==> src/rtl/mdio_pkg.sv <==
// Shared types for the MDIO master: the decoded command fields and
// the helpers that unpack a 32-bit command word.
package mdio_pkg;

    localparam int GO_BIT = 31;

    typedef struct packed {
        logic [1:0]  st;     // start-of-frame code
        logic [1:0]  op;     // opcode
        logic [4:0]  phy;    // port address
        logic [4:0]  reg_a;  // register or device address
        logic [15:0] data;   // write data or Clause 45 register address
    } mdio_cmd_t;

    // Unpack the command word into its fields.
    function automatic mdio_cmd_t decode_cmd(input logic [31:0] w);
        mdio_cmd_t c;
        c.st    = w[17:16];
        c.op    = w[19:18];
        c.phy   = w[24:20];
        c.reg_a = w[29:25];
        c.data  = w[15:0];
        return c;
    endfunction

endpackage

==> src/rtl/mdio_clk_gen.sv <==
// MDC generator. While run is high it toggles mdc every HALF_DIV system
// clocks and flags the cycle on which mdc falls or rises. While run is
// low mdc is held high and the phase counter is cleared.
// Assumes HALF_DIV >= 2.
module mdio_clk_gen #(
    parameter int HALF_DIV = 20
) (
    input  logic clk,
    input  logic rst_n,
    input  logic run,
    output logic mdc,
    output logic fall_tk,
    output logic rise_tk
);
    localparam int CW = (HALF_DIV > 2) ? $clog2(HALF_DIV) : 1;
    localparam logic [CW-1:0] LAST = CW'(HALF_DIV - 1);

    logic [CW-1:0] cnt;
    logic          wrap;

    assign wrap    = run && (cnt == LAST);
    assign fall_tk = wrap && mdc;
    assign rise_tk = wrap && !mdc;

    // Phase counter and mdc toggle.
    always_ff @(posedge clk) begin
        if (!rst_n || !run) begin
            cnt <= '0;
            mdc <= 1'b1;
        end else if (wrap) begin
            cnt <= '0;
            mdc <= ~mdc;
        end else begin
            cnt <= cnt + 1'b1;
        end
    end

    // mdc only moves on a counter wrap.
    assert_mdc_on_wrap_R5: assert property (@(posedge clk) disable iff (!rst_n)
        ($past(run) && !$stable(mdc)) |-> $past(wrap));

endmodule

==> src/rtl/mdio_frame_eng.sv <==
// Frame engine. It loads one management frame into a shift register on
// start, shifts a new bit out after each falling MDC edge (after the first
// rise has been seen), releases MDIO from turnaround on read frames,
// samples read data on rising edges, and clears busy after the last rise.
// Assumes the start pulse is ignored by the caller's intent while busy.
module mdio_frame_eng
    import mdio_pkg::*;
#(
    parameter int PRE_BITS = 32
) (
    input  logic        clk,
    input  logic        rst_n,
    input  logic        start,
    input  mdio_cmd_t   cmd,
    input  logic        fall_tk,
    input  logic        rise_tk,
    input  logic        mdio_in,
    output logic        busy,
    output logic        mdio_out,
    output logic        mdio_oe,
    output logic [15:0] rd_data
);
    localparam int FRAME_BITS = PRE_BITS + 32;
    localparam int IDX_W      = $clog2(FRAME_BITS + 1);
    localparam logic [IDX_W-1:0] TA_IDX   = IDX_W'(PRE_BITS + 14);
    localparam logic [IDX_W-1:0] DATA_IDX = IDX_W'(PRE_BITS + 16);
    localparam logic [IDX_W-1:0] LAST_IDX = IDX_W'(FRAME_BITS - 1);

    logic [FRAME_BITS-1:0] sreg;
    logic [IDX_W-1:0]      idx;
    logic [IDX_W-1:0]      idx_nxt;
    logic [15:0]           cap;
    logic                  is_rd;
    logic                  primed;
    logic [FRAME_BITS-1:0] frame;

    // Assemble the serial frame from the command fields.
    always_comb begin
        frame = {{PRE_BITS{1'b1}}, cmd.st, cmd.op, cmd.phy, cmd.reg_a,
                 (cmd.op[1] ? 2'b11 : 2'b10), cmd.data};
    end

    assign idx_nxt  = idx + 1'b1;
    assign mdio_out = sreg[FRAME_BITS-1];

    // Frame sequencing: load, shift on fall, capture on rise, finish.
    always_ff @(posedge clk) begin
        if (!rst_n) begin
            busy    <= 1'b0;
            sreg    <= '0;
            idx     <= '0;
            cap     <= '0;
            is_rd   <= 1'b0;
            primed  <= 1'b0;
            mdio_oe <= 1'b0;
            rd_data <= '0;
        end else if (!busy) begin
            if (start) begin
                busy    <= 1'b1;
                sreg    <= frame;
                idx     <= '0;
                cap     <= '0;
                is_rd   <= cmd.op[1];
                primed  <= 1'b0;
                mdio_oe <= 1'b1;
            end
        end else if (rise_tk) begin
            primed <= 1'b1;
            if (is_rd && idx >= DATA_IDX)
                cap <= {cap[14:0], mdio_in};
            if (idx == LAST_IDX) begin
                busy    <= 1'b0;
                mdio_oe <= 1'b0;
                if (is_rd)
                    rd_data <= {cap[14:0], mdio_in};
            end
        end else if (fall_tk && primed) begin
            sreg <= sreg << 1;
            idx  <= idx_nxt;
            if (is_rd && idx_nxt == TA_IDX)
                mdio_oe <= 1'b0;
        end
    end

    // the driven bit changes only after a falling MDC edge.
    assert_out_on_fall_R5: assert property (@(posedge clk) disable iff (!rst_n)
        (busy && $past(busy) && !$stable(mdio_out)) |-> $past(fall_tk));

    // a read frame never drives from turnaround onward.
    assert_read_release_R4: assert property (@(posedge clk) disable iff (!rst_n)
        (busy && is_rd && idx >= TA_IDX) |-> !mdio_oe);

    // a start while busy does not rewind the frame.
    assert_ignore_busy_R7: assert property (@(posedge clk) disable iff (!rst_n)
        (busy && start) |=> (idx >= $past(idx)));

    // an accepted start raises busy on the next cycle.
    assert_start_busy_R2: assert property (@(posedge clk) disable iff (!rst_n)
        (!busy && start) |=> busy);

    // read data only changes when a frame ends.
    assert_rd_hold_R4: assert property (@(posedge clk) disable iff (!rst_n)
        (!$stable(rd_data)) |-> ($past(busy) && !busy));

endmodule

==> src/rtl/mdio_master.sv <==
// MDIO management master top. A command write with bit 31 set, while
// idle, starts one Clause 22 or Clause 45 frame whose start code and
// opcode are taken verbatim from the command word. Status bit 31 is busy,
// and bits 15:0 hold the last read result.
// Assumes a synchronous active-low reset and an external pull-up on MDIO.
module mdio_master
    import mdio_pkg::*;
#(
    parameter int HALF_DIV = 20,
    parameter int PRE_BITS = 32
) (
    input  logic        clk,
    input  logic        rst_n,
    input  logic        cmd_wr,
    input  logic [31:0] cmd_word,
    output logic [31:0] stat_word,
    output logic        mdc,
    output logic        mdio_out,
    output logic        mdio_oe,
    input  logic        mdio_in
);
    localparam int BUSY_CYC = 2 * (PRE_BITS + 32) * HALF_DIV;

    logic        busy;
    logic        start;
    logic        fall_tk;
    logic        rise_tk;
    logic [15:0] rd_data;
    mdio_cmd_t   cmd;

    assign start     = cmd_wr && cmd_word[GO_BIT];
    assign cmd       = decode_cmd(cmd_word);
    assign stat_word = {busy, 15'b0, rd_data};

    mdio_clk_gen #(.HALF_DIV(HALF_DIV)) u_clk (
        .clk(clk), .rst_n(rst_n), .run(busy),
        .mdc(mdc), .fall_tk(fall_tk), .rise_tk(rise_tk)
    );

    mdio_frame_eng #(.PRE_BITS(PRE_BITS)) u_eng (
        .clk(clk), .rst_n(rst_n), .start(start), .cmd(cmd),
        .fall_tk(fall_tk), .rise_tk(rise_tk), .mdio_in(mdio_in),
        .busy(busy), .mdio_out(mdio_out), .mdio_oe(mdio_oe),
        .rd_data(rd_data)
    );

    // Busy-length counter for the R6 check.
    logic [31:0] len_cnt;
    always_ff @(posedge clk) begin
        if (!rst_n || !busy) len_cnt <= '0;
        else                 len_cnt <= len_cnt + 1'b1;
    end

    assert_busy_len_R6: assert property (@(posedge clk) disable iff (!rst_n)
        $fell(busy) |-> (len_cnt == 32'(BUSY_CYC)));

    // MDC is high whenever no frame is running.
    assert_mdc_idle_R5: assert property (@(posedge clk) disable iff (!rst_n)
        !busy |-> mdc);

    // the cycle after reset shows the idle state.
    assert_reset_state_R1: assert property (@(posedge clk) disable iff (!rst_n)
        $past(!rst_n) |-> (!busy && !mdio_oe && mdc));

    // a write without the go bit does not start a frame.
    assert_no_go_R9: assert property (@(posedge clk) disable iff (!rst_n)
        (!busy && cmd_wr && !cmd_word[GO_BIT]) |=> !busy);

endmodule

==> config.mk <==
export PLATFORM = sky130hd
export DESIGN_NAME = mdio_master
export DESIGN_NICKNAME = d
export VERILOG_FILES = /design/src/rtl/mdio_pkg.sv /design/src/rtl/mdio_clk_gen.sv /design/src/rtl/mdio_frame_eng.sv /design/src/rtl/mdio_master.sv
export SDC_FILE = /design/constraint.sdc
export NUM_CORES = 1
export LEC_CHECK = 0
export CORE_MARGIN = 2
export CORE_UTILIZATION = 48
export DETAILED_ROUTE_END_ITERATION = 8
export PLACE_DENSITY = 0.81
export SLEW_MARGIN = 20
export SYNTH_ARGS = -nofsm -noshare
export SYNTH_HDL_FRONTEND = slang
export SYNTH_SLANG_ARGS = --single-unit
==> constraint.sdc <==
create_clock -name clk -period 1.7 [get_ports clk]
set_input_delay 0.255 -clock clk [delete_from_list [all_inputs] [get_ports clk]]
set_output_delay 0.255 -clock clk [all_outputs]
set_load 0.03 [all_outputs]
# Word level (Yosys, flattened, before mapping)
# Index checks and enable logic that the tools add are counted.
[op_classes] eq_ne=10 add_sub_neg=2 bitwise=2 n_lt_le_gt_ge=1 muxes=26 n_reduce_logical=19
[op_table] op="$mux 64" n=4
[op_table] op="$mux 15" n=4
[op_table] op="$mux 7" n=4
[op_table] op="$eq 7x6->1 const B" n=2
[op_table] op="$mux 1" n=14
[op_table] op="$ne 3x3->1 const B" n=3
[op_table] op="$ne 2x2->1 const B" n=4
[op_table] op="$reduce_and 4->1" n=2
[op_table] op="$add 7x1->7 const B" n=1
[op_table] op="$ge 7x6->1 const B" n=1
[op_table] op="$logic_and 1x1->1" n=7
[op_table] op="$reduce_and 3->1" n=2
[op_table] op="$add 5x1->5 const B" n=1
[op_table] op="$eq 5x5->1 const B" n=1
[op_table] op="$reduce_and 2->1" n=2
[op_table] op="$logic_not 1->1" n=3
[op_table] op="$not 1->1" n=2
[op_table] op="$reduce_bool 2->1" n=1
[op_table] op="$reduce_or 2->1" n=1
[op_table] op="$logic_or 1x1->1" n=1
[word_totals] ff_bits=112 out_inout_bits=35 inputBits=36 elab_cells=70

# Logic depth before layout (Yosys ltp)
# Gate-level depths: netlist of run 1.
[logic_depth] word_depth=7 depth_mapped=8 depth_no_buf=6

# Cells and area by module
# Synthesis of run 1 repeated with hierarchy kept, for this count alone.
[unflattened] hier_cells=535 hier_area_um2=4750.8
[by_module_without_submodules] mod="mdio_frame_eng" cells_per_inst=492 seq_area_each_um2=2122.0 n_inst=1 area_each_um2=4351.7
[by_module_without_submodules] mod="mdio_clk_gen" cells_per_inst=25 seq_area_each_um2=120.1 n_inst=1 area_each_um2=269.0
[by_module_without_submodules] mod="mdio_master" cells_per_inst=18 seq_area_each_um2=0.0 n_inst=1 area_each_um2=130.1

# Least setup slack after synthesis of run 1
# No wires, ideal clock.
[synth_path] path_type="flip-flop to flip-flop" from="register u_eng.idx[0]" to="register u_eng.rd_data[10]" required_time_ns=1.628 path_buffers=2 stages_incl_launch_ff=8 synth_period_minus_slack_ns=1.768 setup_time_ns=0.072 slack_ns=-0.068 arrival_ns=1.696 cell_sequence="dfxtp_1 > ha_1 > nand3_1 > nor3_2 > and4_1 > buf_4 > buf_6 > mux2i_1"
[synth_via] elab_chain_len=2
[synth_lines] element="from (decl)" line_no="mdio_frame_eng.sv:30" source="logic [IDX_W-1:0] idx;"
[synth_lines] element="from (signal assigned)" line_no="mdio_frame_eng.sv:79" source="idx <= idx_nxt;"
[synth_lines] element="$eq 7x6->1" line_no="mdio_frame_eng.sv:71" source="if (idx == LAST_IDX) begin"
[synth_lines] element="$reduce_and 4->1 (no line)"
[synth_lines] element="to (signal assigned)" line_no="mdio_frame_eng.sv:75" source="rd_data <= {cap[14:0], mdio_in};"
[synth_lines] element="to (decl)" line_no="mdio_frame_eng.sv:21" source="output logic [15:0] rd_data"
# No other way between the ends.
# A chain may end at the register's enable or synchronous reset.

# Final worst setup path of run 1
[layout_path] from="register u_clk.cnt[0]" to="register u_eng.idx[2]"
[layout_via] elab_chain_len=6 elab_cells_between_ends=8 classes_between="eq/ne (3); reduce/logical (5)"
[layout_lines] element="from (decl)" line_no="mdio_clk_gen.sv:18" source="logic [CW-1:0] cnt;"
[layout_lines] element="from (signal assigned)" line_no="mdio_clk_gen.sv:34" source="cnt <= cnt + 1'b1;"
[layout_lines] element="$eq 5x5->1 *" line_no="mdio_clk_gen.sv:21" source="assign wrap = run && (cnt == LAST);"
[layout_lines] element="$logic_and 1x1->1 *" line_no="mdio_clk_gen.sv:21"
[layout_lines] element="$logic_and 1x1->1" line_no="mdio_clk_gen.sv:22" source="assign fall_tk = wrap && mdc;"
[layout_lines] element="$logic_and 1x1->1" line_no="mdio_frame_eng.sv:77" source="end else if (fall_tk && primed) begin"
[layout_lines] element="$ne 2x2->1 (no line)"
[layout_lines] element="$reduce_and 3->1 (no line) *"
# Every way passes the cells marked *; elsewhere a longest branch is shown, timed or not.

==> metrics, run 1 <==
Static Leak=approximately 2.3 nW; Synth Area in Simple Gates=12.3%; CTS tree=yes; mux share of post-synthesis cell area=between 9 and 10%; Initial Utilization=about 50%; fin area=6030 µm²; path depth of the worst reg2reg path=6; WP data required=2.04 ns; CTS max path bufs=2; RSZ-0062 raised after global routing=yes; fin worst setup slack=around 0.016 ns; number of global-route vias before repair=3353; routed vias=3679; HP Class=primary input to flip-flop; Synth Area in Compound Gates=19.9%; CTS buffer count=9; final core utilization=65.0%; mean post-synth cell area=10.2 µm²; Synth Flop Type=dfxtp_1; share of layout cells above drive strength 1=20.0%; Die Span X=102 µm; WL final=10900 µm; Routed Antenna Nets=0; DR iter-0 viols=251; CTS Hold Buffers Added=0; Hold Path Stages=3; Final Wtd Congestion=around 0.87; row cnt=35; Vias/cell=5.63; number of synthesized flops with an enable pin=0; drt pass-1 iters=5; pwr dens=887 nW/µm²; area delta synth->final=30.6%; clock slew at reported path FFs=0.11 ns; ANT cells=0; clock sinks=approximately 110; largest family of logic cells by synthesized area=compound AO/OA/AOI/OAI gates; GR Overflow Total=0; Port Buffer Count=54; register area share after synthesis=between 40 and 50%; Distinct cells, synth=46; Final setup viols=0; FF+latch count, synth=roughly 110; I/O pins=71; crit start category=flip-flop; worst clock skew=0.0147 ns; cells after synthesis=452; WS Path Type=flip-flop to flip-flop; core area=9280 µm²; drt wl/cell=16.6 µm; FMAX=just under 0.6 GHz; worst slack, placed=-0.164 ns; WP data arrival=2.02 ns; depth of the CTS H-tree=3; Max rail drop VDD=0.496 mV; mapped cell area=4620 µm²; number of remaining DRC errors=0; crit path max fanout=18; root buffer cell=clkbuf_8; XOR/XNOR Fraction of Synth Area=0.759%; Worst Hold Slack=0.214 ns; Synth Area in Adders=1.08%; Total GRT Usage=19.4%; largest net degree at the start of global routing=37; clk_lat worst skew=0.38 ns; Final Hold Fails=0; fin. max-slew vios=0; min Tclk post-route=1.68 ns; initial antenna violation count=0; dpl cell area=5320 µm²; first-pass GRT wire length=about 16000 µm; Post-synth ARST share=0%; nets@finish=560; outcome=finished clean; HPWL after detailed placement=6010 µm; filler cell count in the final layout=693; Max-Cap Viols=0; die area=about 10000 µm²; Die Y=about 100 µm; period utilization=99.1%; Yosys Warn Count=0; total negative slack=0 ns; Worst Setup End Kind=flip-flop
[worst max-delay path, stage by stage, from the launching register on]
cell	delay, ns
dfxtp_2	0.37
ha_4	0.16
nand4bb_4	0.14
or3_4	0.43
buf_12	0.17
o211ai_1	0.18
and3_1	0.18
[placed cells by master, fill, tap and decap left out, types with 3 or more instances in the layout]
cell               n
o21ai_0            4
xor2_1             3
a22oi_1            3
a22o_1            14
dlymetal6s2s_1     8
mux2i_1           44
o221a_1           30
or3b_2             3
buf_4             25
clkdlybuf4s50_1   42
nor2_1            38
buf_6              6
conb_1            15
nor2b_1            3
a211oi_1          17
o221a_2            3
bufinv_16          3
inv_1              6
clkbuf_16          5
a211oi_2          14
nand3b_1           3
dfxtp_1          106
buf_12             4
dfxtp_2            4
clkbuf_8           9
nand2_1           42
dlygate4sd2_1      3
nand3_1            7
o21a_1             3
a21oi_1            9
[cells by family (layout without fill, tap and decap cells)]
family | count (synthesis) | in the layout
AO/OA/AOI/OAI | 108 | 108
XOR/XNOR | 4 | 4
adder cells (fa/ha/maj) | 4 | 4
buffers and inverters | 60 | 119
flip-flops | 112 | 112
multiplexers | 45 | 45
other | 1 | 15
AND/OR/NAND/NOR | 118 | 118
[power breakdown]
part	switching (mW)	internal, mW
combinational	0.305	0.285
clock	0.958	0.998
sequential	0.0708	2.73
total	1.33	4.02
[layout make-up]
class | count | area, µm² | share of cell area (%)
clock buffer | 9 | 124 | 2.05
clock inverter | 7 | 124 | 2.05
sequential | 112 | 2250 | 37.4
multi-input combinational | 294 | 2260 | 37.5
timing repair buffer | 97 | 1080 | 17.9
tap | 129 | 161 | 2.68
inverter | 6 | 22.5 | 0.373
[per-stage QoR]
stage / power [mW] / std cells
after floorplan: 3.21 / 466
after global placement: 3.33 / 622
after detailed placement: 3.35 / 622
after CTS: 5.27 / 641
after global routing: 5.52 / 654
final: 5.35 / 654
[registers in the layout, summed over array words and instances, names as in the netlist]
register,flops
u_eng.busy,1
u_eng.cap,15
u_eng.mdio_oe,1
u_clk.mdc,1
u_eng.rd_data,16
u_eng.primed,1
u_eng.idx,7
u_clk.cnt,5
u_eng.sreg,64
u_eng.is_rd,1
[worst paths after layout]
check                 endpoint               from  slack [ns]
max               u_eng.idx[2]       u_clk.cnt[0]        0.02
min          u_eng.rd_data[14]              rst_n        0.21
max reg2reg       u_eng.idx[2]       u_clk.cnt[0]        0.02
min reg2reg  u_eng.rd_data[14]  u_eng.rd_data[14]        0.46
[cells in the mapped netlist (3+ instances only)]
| master | number | area (µm²) |
|---|---|---|
| dfxtp_1 | 112 | 2240 |
| mux2i_1 | 45 | 450 |
| nand2_1 | 42 | 158 |
| nor2_1 | 41 | 154 |
| a211oi_1 | 31 | 233 |
| o221a_1 | 30 | 338 |
| buf_4 | 19 | 143 |
| clkbuf_1 | 17 | 63.8 |
| a22o_1 | 14 | 123 |
| buf_2 | 13 | 65.1 |
| a21oi_1 | 9 | 45.0 |
| nand3_1 | 8 | 40.0 |
| inv_1 | 6 | 22.5 |
| buf_6 | 5 | 56.3 |
| ha_1 | 4 | 50.1 |
| o21ai_0 | 4 | 20.0 |
| a22oi_1 | 3 | 22.5 |
| and3_1 | 3 | 18.8 |
| nand3b_1 | 3 | 22.5 |
| nor2b_1 | 3 | 18.8 |
| nor3_1 | 3 | 15.0 |
| o21a_1 | 3 | 22.5 |
| o221a_2 | 3 | 33.8 |
| or3b_2 | 3 | 26.3 |
| xor2_1 | 3 | 26.3 |
[timing repair]
| item | in CTS | in global routing |
|---|---|---|
| setup endpoints to repair | 67 | 103 |
| resized for setup | 10 | 47 |
| gates cloned | 2 | 5 |
| setup buffers | 1 | 10 |
| pin swaps | 1 | 21 |
| hold endpoints to repair | 0 | 0 |
[per-layer routing]
layer | wire length, µm | global-route usage, %
met3 | 431 | 5.20
met2 | 5350 | 31.3
met5 | 0 | 0
met1 | 4940 | 25.6
met4 | 155 | 5.64
No activity file was read; power rests on OpenSTA's default activity.
==> inputs of run 2 (changes only) <==
--- a/config.mk
+++ b/config.mk
@@ -6,9 +6,9 @@
 export NUM_CORES = 1
 export LEC_CHECK = 0
 export CORE_MARGIN = 2
-export CORE_UTILIZATION = 48
+export CORE_UTILIZATION = 26
 export DETAILED_ROUTE_END_ITERATION = 8
-export PLACE_DENSITY = 0.81
+export PLACE_DENSITY = 0.52
 export SLEW_MARGIN = 20
 export SYNTH_ARGS = -nofsm -noshare
 export SYNTH_HDL_FRONTEND = slang
==> metrics, run 2 (synthesis gave the netlist of run 1 again) <==
max reg flops=64; outcome=finished clean; clock slew at reported path FFs=0.07 ns; Initial Utilization=between 20% and 30%; post-route insts no fill=~750; pwr dens=931 nW/µm²; crit path buf inv count=1; dpl cell area=roughly 5600 µm²; GR Overflow Total=0; CTS max path bufs=2; die area=18800 µm²; RSZ-0062 raised after global routing=yes; row cnt=48; Max rail drop VDD=0.538 mV; DR iter-0 viols=216; Final Hold Fails=0; total negative slack=0 ns; Crit path max-delay family=buffers and inverters; Worst Setup End Kind=output pin; drt wl/cell=13.5 µm; drt pass-1 iters=4; Die Span X=137 µm; routed vias=3469; worst clock skew=0.00949 ns; WP data required=around 1.4 ns; core area=17400 µm²; Max-Cap Viols=0; placed insts=726; CP Cell Sequence=clkdlybuf4s50_1; WS Path Type=flip-flop to output pin; FMAX=0.599 GHz; clock sinks=112; Final setup viols=0; HP Class=primary input to flip-flop; CTS buffer count=9; number of global-route vias before repair=3231; CTS Hold Buffers Added=0; period utilization=98.2%; CP max stage delay=0.71 ns; I/O pins=71; depth of the CTS H-tree=3; first-pass GRT wire length=16100 µm; Worst Hold Slack=~0.31 ns; CTS tree=yes; fin. max-slew vios=0; Total GRT Usage=10.8%; area delta synth->final=30.9%; ANT cells=0; WL final=a little over 10000 µm; Static Leak=2.09 nW; Die Y=137 µm; Largest Register=u_eng.sreg; min Tclk post-route=1.67 ns; filler cell count in the final layout=1752; crit path max fanout=3; share of layout cells above drive strength 1=17.2%; nets@finish=557; HPWL after detailed placement=about 6700 µm; CP max stage cell=clkdlybuf4s50_1; Port Buffer Count=54; Final Wtd Congestion=0.782; root buffer cell=clkbuf_16; crit start category=flip-flop; number of remaining DRC errors=0; most common cell after layout, fill and taps aside=dfxtp_1; Vias/cell=approximately 4.6; largest registers=u_eng.sreg: 64 flops, u_eng.rd_data: 16 flops, u_eng.cap: 15 flops; clk_lat worst skew=0.35 ns; largest net degree at the start of global routing=37; commonest cells after routing, fill and taps aside=107 x dfxtp_1, 51 x clkdlybuf4s50_1, 45 x mux2i_1; initial antenna violation count=0; WP data arrival=roughly 1.4 ns; Routed Antenna Nets=0; fin area=between 6000 and 7000 µm²
[run 2: final timing paths]
path	start	end	slack, ns	depth (start not counted)
setup / recovery	u_eng.mdio_oe	mdio_oe	0.03	1
hold / removal	rst_n	u_clk.mdc	0.31	3
setup reg to reg	u_clk.cnt[0]	u_eng.cap[8]	0.06	6
hold reg to reg	u_eng.rd_data[8]	u_eng.rd_data[8]	0.46	2
[run 2: final cells by class]
class                      count  area (µm²)  area share [%]
tap                          225         282            4.66
multi-input combinational    294        2190            36.2
clock inverter                 5        80.1            1.32
timing repair buffer          94         980            16.2
sequential                   112        2250            37.2
clock buffer                  11         243            4.01
inverter                       6        22.5           0.373
[run 2: stage by stage]
| stage | util (%) | setup WS (ns) | total power, mW |
|---|---|---|---|
| after floorplan | - | -0.00970 | 3.21 |
| after global placement | 32.0 | -0.140 | 3.37 |
| after detailed placement | 32.0 | -0.186 | 3.39 |
| after CTS | 34.1 | -0.00505 | 5.70 |
| after global routing | 34.8 | -0.00510 | 5.87 |
| final | 34.8 | 0.0300 | 5.63 |
[run 2: timing repair]
item	CTS	global route
pin swaps	2	2
gates cloned	0	2
setup endpoints to repair	75	93
gates resized for setup	6	16
buffers inserted	2	1
[run 2: metal layers]
metal	part of all wire, %	up-vias	track usage (%)
met5	0	-	0
met4	1.9	0	4.81
met3	2.9	12	2.10
met2	47	44	17.4
met1	48	1659	13.9
li1	-	1754	-
[run 2: power by group]
group | internal (mW) | switching, mW | leakage [nW]
combinational | 0.273 | 0.284 | 1.02
sequential | 2.74 | 0.0614 | 0.918
clock | 1.33 | 0.945 | 0.152
total | 4.34 | 1.29 | 2.09
